==> config.mk <==
export PLATFORM = sky130hd
export DESIGN_NAME = ilv_sched_top
export DESIGN_NICKNAME = d
export VERILOG_FILES = /design/src/rtl/ilv_sched_pkg.sv /design/src/rtl/ilv_slot_seq.sv /design/src/rtl/ilv_soft_rr.sv /design/src/rtl/ilv_sched_top.sv
export SDC_FILE = /design/constraint.sdc
export NUM_CORES = 1
export LEC_CHECK = 0
export CORE_ASPECT_RATIO = 2
export CORE_MARGIN = 2
export CORE_UTILIZATION = 46
export DETAILED_ROUTE_END_ITERATION = 10
export GPL_ROUTABILITY_DRIVEN = 0
export PLACE_DENSITY_LB_ADDON = 0.1
export SLEW_MARGIN = 40
export SYNTH_ARGS = -nofsm -noshare
export SYNTH_HDL_FRONTEND = slang
export SYNTH_HIERARCHICAL = 1
export SYNTH_SLANG_ARGS = --single-unit
==> constraint.sdc <==
create_clock -name clk -period 5.1 [get_ports clk]
set_input_delay 0.765 -clock clk [delete_from_list [all_inputs] [get_ports clk]]
set_output_delay 0.765 -clock clk [all_outputs]
set_load 0.01 [all_outputs]
==> src/rtl/ilv_sched_pkg.sv <==
// Shared constants for the interleaved issue scheduler.
// Assumes thread count is a power of two so a slot code's top bit marks non-thread codes.
package ilv_sched_pkg;
    localparam int unsigned TID_W  = 3;
    localparam int unsigned CODE_W = TID_W + 1;
    localparam logic [CODE_W-1:0] CODE_POOL = CODE_W'(1 << TID_W);
    localparam logic [CODE_W-1:0] CODE_OFF  = '1;

    typedef enum logic [1:0] {
        MODE_IDLE0 = 2'b00,
        MODE_HARD  = 2'b01,
        MODE_SOFT  = 2'b10,
        MODE_IDLE1 = 2'b11
    } thr_mode_e;
endpackage

==> src/rtl/ilv_slot_seq.sv <==
// Slot rotation: keeps the active copy of the slot table and a pointer to the
// current enabled slot. Loads a new table only at wrap. Assumes NS >= 2.
module ilv_slot_seq
    import ilv_sched_pkg::*;
#(
    parameter int unsigned NS = 8,
    localparam int unsigned SW = $clog2(NS)
) (
    input  logic                 clk,
    input  logic                 rst_n,
    input  logic [NS*CODE_W-1:0] cfg_i,
    input  logic [SW-1:0]        last_i,
    output logic [CODE_W-1:0]    cur_code_o,
    output logic                 wrap_o
);
    logic [CODE_W-1:0] tbl_q [NS];
    logic [SW-1:0]     last_q;
    logic [SW-1:0]     ptr_q;
    logic [SW-1:0]     adv_idx;
    logic [SW-1:0]     first_idx;
    logic              adv_found;

    // Current slot code seen by the issue logic.
    assign cur_code_o = tbl_q[ptr_q];

    // Next enabled slot after the pointer in the running table.
    always_comb begin
        adv_found = 1'b0;
        adv_idx   = '0;
        for (int i = 0; i < NS; i++) begin
            if (!adv_found && SW'(i) > ptr_q && SW'(i) <= last_q && tbl_q[i] != CODE_OFF
                && tbl_q[i] <= CODE_POOL) begin
                adv_found = 1'b1;
                adv_idx   = SW'(i);
            end
        end
    end

    // First enabled slot of the incoming table, used on wrap.
    always_comb begin
        first_idx = '0;
        for (int i = NS - 1; i >= 0; i--) begin
            if (SW'(i) <= last_i && cfg_i[i*CODE_W +: CODE_W] <= CODE_POOL)
                first_idx = SW'(i);
        end
    end

    assign wrap_o = !adv_found;

    // Advance the pointer; on wrap take the new table and length.
    always_ff @(posedge clk) begin
        if (!rst_n) begin
            for (int i = 0; i < NS; i++) tbl_q[i] <= CODE_OFF;
            last_q <= '0;
            ptr_q  <= '0;
        end else if (wrap_o) begin
            for (int i = 0; i < NS; i++) tbl_q[i] <= cfg_i[i*CODE_W +: CODE_W];
            last_q <= last_i;
            ptr_q  <= first_idx;
        end else begin
            ptr_q <= adv_idx;
        end
    end
endmodule

==> src/rtl/ilv_soft_rr.sv <==
// Round-robin picker over ready soft threads. Search starts at the pointer;
// the pointer moves one past the picked thread when take_i is high.
module ilv_soft_rr
    import ilv_sched_pkg::*;
#(
    parameter int unsigned NT = 8
) (
    input  logic             clk,
    input  logic             rst_n,
    input  logic [NT-1:0]    cand_i,
    input  logic             take_i,
    output logic             pick_valid_o,
    output logic [TID_W-1:0] pick_tid_o
);
    logic [TID_W-1:0] rr_q;

    // Find the first candidate at or after the pointer, cyclically.
    always_comb begin
        pick_valid_o = 1'b0;
        pick_tid_o   = '0;
        for (int k = 0; k < NT; k++) begin
            int idx;
            idx = int'(rr_q) + k;
            if (idx >= NT) idx = idx - NT;
            if (!pick_valid_o && cand_i[idx]) begin
                pick_valid_o = 1'b1;
                pick_tid_o   = TID_W'(idx);
            end
        end
    end

    // Move the pointer past each granted thread.
    always_ff @(posedge clk) begin
        if (!rst_n)
            rr_q <= '0;
        else if (take_i && pick_valid_o)
            rr_q <= (int'(pick_tid_o) == NT - 1) ? '0 : pick_tid_o + 1'b1;
    end
endmodule

==> src/rtl/ilv_sched_top.sv <==
// Issue scheduler top: per cycle gives the slot to its ready owner, otherwise
// to a round-robin soft thread, otherwise a bubble. Hard threads only ever
// issue in their own slots. Assumes NT = 2**TID_W.
module ilv_sched_top
    import ilv_sched_pkg::*;
#(
    parameter int unsigned NT = 8,
    parameter int unsigned NS = 8,
    localparam int unsigned SW = $clog2(NS)
) (
    input  logic                 clk,
    input  logic                 rst_n,
    input  logic [NS*CODE_W-1:0] slot_cfg_i,
    input  logic [SW-1:0]        slot_last_i,
    input  logic [NT*2-1:0]      thr_mode_i,
    input  logic [NT-1:0]        thr_ready_i,
    output logic [TID_W-1:0]     issue_tid_o,
    output logic                 issue_valid_o
);
    logic [CODE_W-1:0] cur_code;
    logic              wrap;
    logic [NT-1:0]     is_hard;
    logic [NT-1:0]     is_soft;
    logic              pick_valid;
    logic [TID_W-1:0]  pick_tid;
    logic              rr_take;
    logic [TID_W-1:0]  owner;
    logic              owner_go;
    logic              slot_live;

    // Per-thread mode decode.
    generate
        for (genvar t = 0; t < NT; t++) begin : g_mode
            assign is_hard[t] = thr_mode_i[2*t +: 2] == MODE_HARD;
            assign is_soft[t] = thr_mode_i[2*t +: 2] == MODE_SOFT;
        end
    endgenerate

    ilv_slot_seq #(.NS(NS)) u_seq (
        .clk        (clk),
        .rst_n      (rst_n),
        .cfg_i      (slot_cfg_i),
        .last_i     (slot_last_i),
        .cur_code_o (cur_code),
        .wrap_o     (wrap)
    );

    ilv_soft_rr #(.NT(NT)) u_rr (
        .clk          (clk),
        .rst_n        (rst_n),
        .cand_i       (is_soft & thr_ready_i),
        .take_i       (rr_take),
        .pick_valid_o (pick_valid),
        .pick_tid_o   (pick_tid)
    );

    // Owner check of the current slot.
    assign owner     = cur_code[TID_W-1:0];
    assign slot_live = cur_code <= CODE_POOL;
    assign owner_go  = (cur_code < CODE_POOL) && thr_ready_i[owner]
                       && (is_hard[owner] || is_soft[owner]);

    // Issue selection: owner first, then a stolen or shared soft grant.
    always_comb begin
        issue_valid_o = 1'b0;
        issue_tid_o   = '0;
        rr_take       = 1'b0;
        if (owner_go) begin
            issue_valid_o = 1'b1;
            issue_tid_o   = owner;
        end else if (slot_live) begin
            issue_valid_o = pick_valid;
            issue_tid_o   = pick_tid;
            rr_take       = pick_valid;
        end
    end
endmodule

==> reports/results.ini <==
[global_routing]
antenna_found_initial=0
grt_util_all_layers_pct=23.2
grt_max_degree=34
grt_pass1_wl_mm=14.8
grt_pass1_vias=3092
grt_overflow=0

[power_and_ir_drop]
switchingPower_mw=0.818
p_total_mw=2.03
comb_power_share_pct=57.3
p_sw_share_pct=40.3
leakagePower_nw=1.57
p_clk_share_pct=17.1
pwr-share-seq_pct=25.5
power.density_mw_per_mm2=450
internal_power_mw=1.21
irDropWorstVdd_mv=0.267

[sta]
fin_crit_sh_pct=96.3
slew_viol_final=0
worst_slack_ns=0.190
tns_ns=0
finalSetupViolations=0
fin_crit_ns=4.91
skew_ns=0.00292
worstMarginPinSlew_ns=0.716
relSlewSlack_pct=51.9
worst_hold_slack_ns=0.564
finalHoldViolCount=0
rsz0062_at_grt=no
fmax_mhz=204

[final_layout]
fin_util_pct=59.3
layout-drive-gt1-share_pct=16.1
design_area_mm2=0.00450
fillers=659
area.sequential_mm2=0.00114
nets=461
multi_input_area_mm2=0.00235
finalNonFillerCells=491
syn_to_final_growth_pct=24.8
antenna_cells=0

[placed_design]
dp_hpwl_mm=7.84
place_inst=482
portBuffers=64
post_dp_cell_area_mm2=0.00432
dp_slack_ns=0.190

[worst_setup_path]
reg2reg_to=u_rr/rr_q[0]
crit_path_end_kind=output pin
worstRegToRegCells=12
cp_max_fo=8
startpoint_type=primary input
crit_type=in -> out
cp.arrival_ns=4.15
rrSetupSlack_ns=1.00
endpoint=issue_tid_o[0]
cp.required_ns=4.34
rr_startpoint=u_rr/rr_q[0]
startpoint=thr_mode_i[10]

[floorplanning]
design.core.area_mm2=0.00760
core.rowCount=45
dieArea_mm2=0.00861
io_pins=65
start_util_pct=47.5
dieWidth_um=66.6
die_y_um=129

[clock_tree]
cts_tree=yes
path_clk_slew_ns=0.05
cts.sinks=41
cts_buffer_depth=2
insertion_delay_ns=0.28
cts_setup_buffers=0
clockRootBuffer=clkbuf_16
htree_num_levels=2
cts_buffers=5

[yosys]
synth_area_per_cell_um2=10.9
syn_nets=397
netlist_area_mm2=0.00361
synthCells=332
yosys_warnings=6

[routing]
drt_first_pass_iters=4
wire_per_inst_um=19.3
vias=3006
drt_iter0_drc=193
post_drt_via_cell_ratio=6.12
postRouteAntennaNets=0
drc=0
wirelength_mm=9.48

[status]
status=finished, final reports clean

[job]
maxCapViolCount=0

[hold_path]
min-delay-path-class=reg -> reg

==> layer usage <==
layer	vias to the layer above	track usage [%]	part of all wire, %
met1	1451	21.0	32
met4	0	13.8	4.7
met3	27	2.60	3.0
li1	1438	-	-
met5	-	0	0
met2	90	46.2	61
==> layout make-up <==
| class | count | area share, % |
|---|---|---|
| Tap cell | 94 | 2.61 |
| Clock buffer | 5 | 2.78 |
| Multi-Input combinational cell | 269 | 52.2 |
| Inverter | 8 | 0.667 |
| Timing Repair Buffer | 71 | 15.5 |
| Sequential cell | 41 | 25.3 |
| Clock inverter | 3 | 0.917 |
==> critical path, stage by stage <==
cell and delay [ns]:
clkdlybuf4s50_1 0.44, and3b_1 0.42, mux2i_1 0.18, mux4_2 0.53, a32oi_4 0.34, nor2_1 0.17
and3_1 0.22, or3_1 0.43, nand2_1 0.10, mux2i_1 0.07, clkdlybuf4s50_1 0.48
==> state kept, by name, indices dropped and copies added, names as in the netlist <==
name / cells
u_seq/last_q: 3
u_seq/tbl_q: 32
u_seq/ptr_q: 3
u_rr/rr_q: 3
==> layout by cell type, fill, tap and decap left out, types with 4 or more instances in the layout <==
cell type	instances
nand3_1	13
mux2_2	8
o31ai_1	16
nor2_1	13
buf_4	6
nand2_1	16
and3b_1	9
mux4_2	20
clkdlybuf4s50_1	64
ha_1	4
dfxtp_1	9
inv_1	6
nand2b_1	35
mux2i_1	21
edfxtp_1	32
o21ai_0	11
a21oi_1	13
xor2_1	7
clkbuf_16	5
a211oi_1	4
==> power by group through the flow <==
stage	logic [mW]	registers (mW)	clock network [mW]
after detailed placement	1.12	0.525	0
after CTS	1.13	0.518	0.355
after global routing	1.24	0.528	0.366
after global placement	1.12	0.522	0
after floorplan	0.859	0.486	0
final	1.16	0.518	0.348
==> worst min path at each step <==
stage                               start              end  slack, ns  depth (start not counted)
after CTS                 u_seq/last_q[1]  u_seq/last_q[1]       0.56                          2
after detailed placement  u_seq/last_q[1]  u_seq/last_q[1]       0.55                          2
final                     u_seq/last_q[1]  u_seq/last_q[1]       0.56                          2
after global placement    u_seq/last_q[1]  u_seq/last_q[1]       0.55                          2
after global routing      u_seq/last_q[0]  u_seq/last_q[0]       0.60                          2
after floorplan           u_seq/last_q[0]  u_seq/last_q[0]       0.49                          2
==> timing repair <==
item | 4_1_cts | 5_1_grt
resized for setup | 0 | 2
endpoints found under the setup margin | 0 | 2
hold buffers | 0 | 0
(Power assumes the default switching activity.)
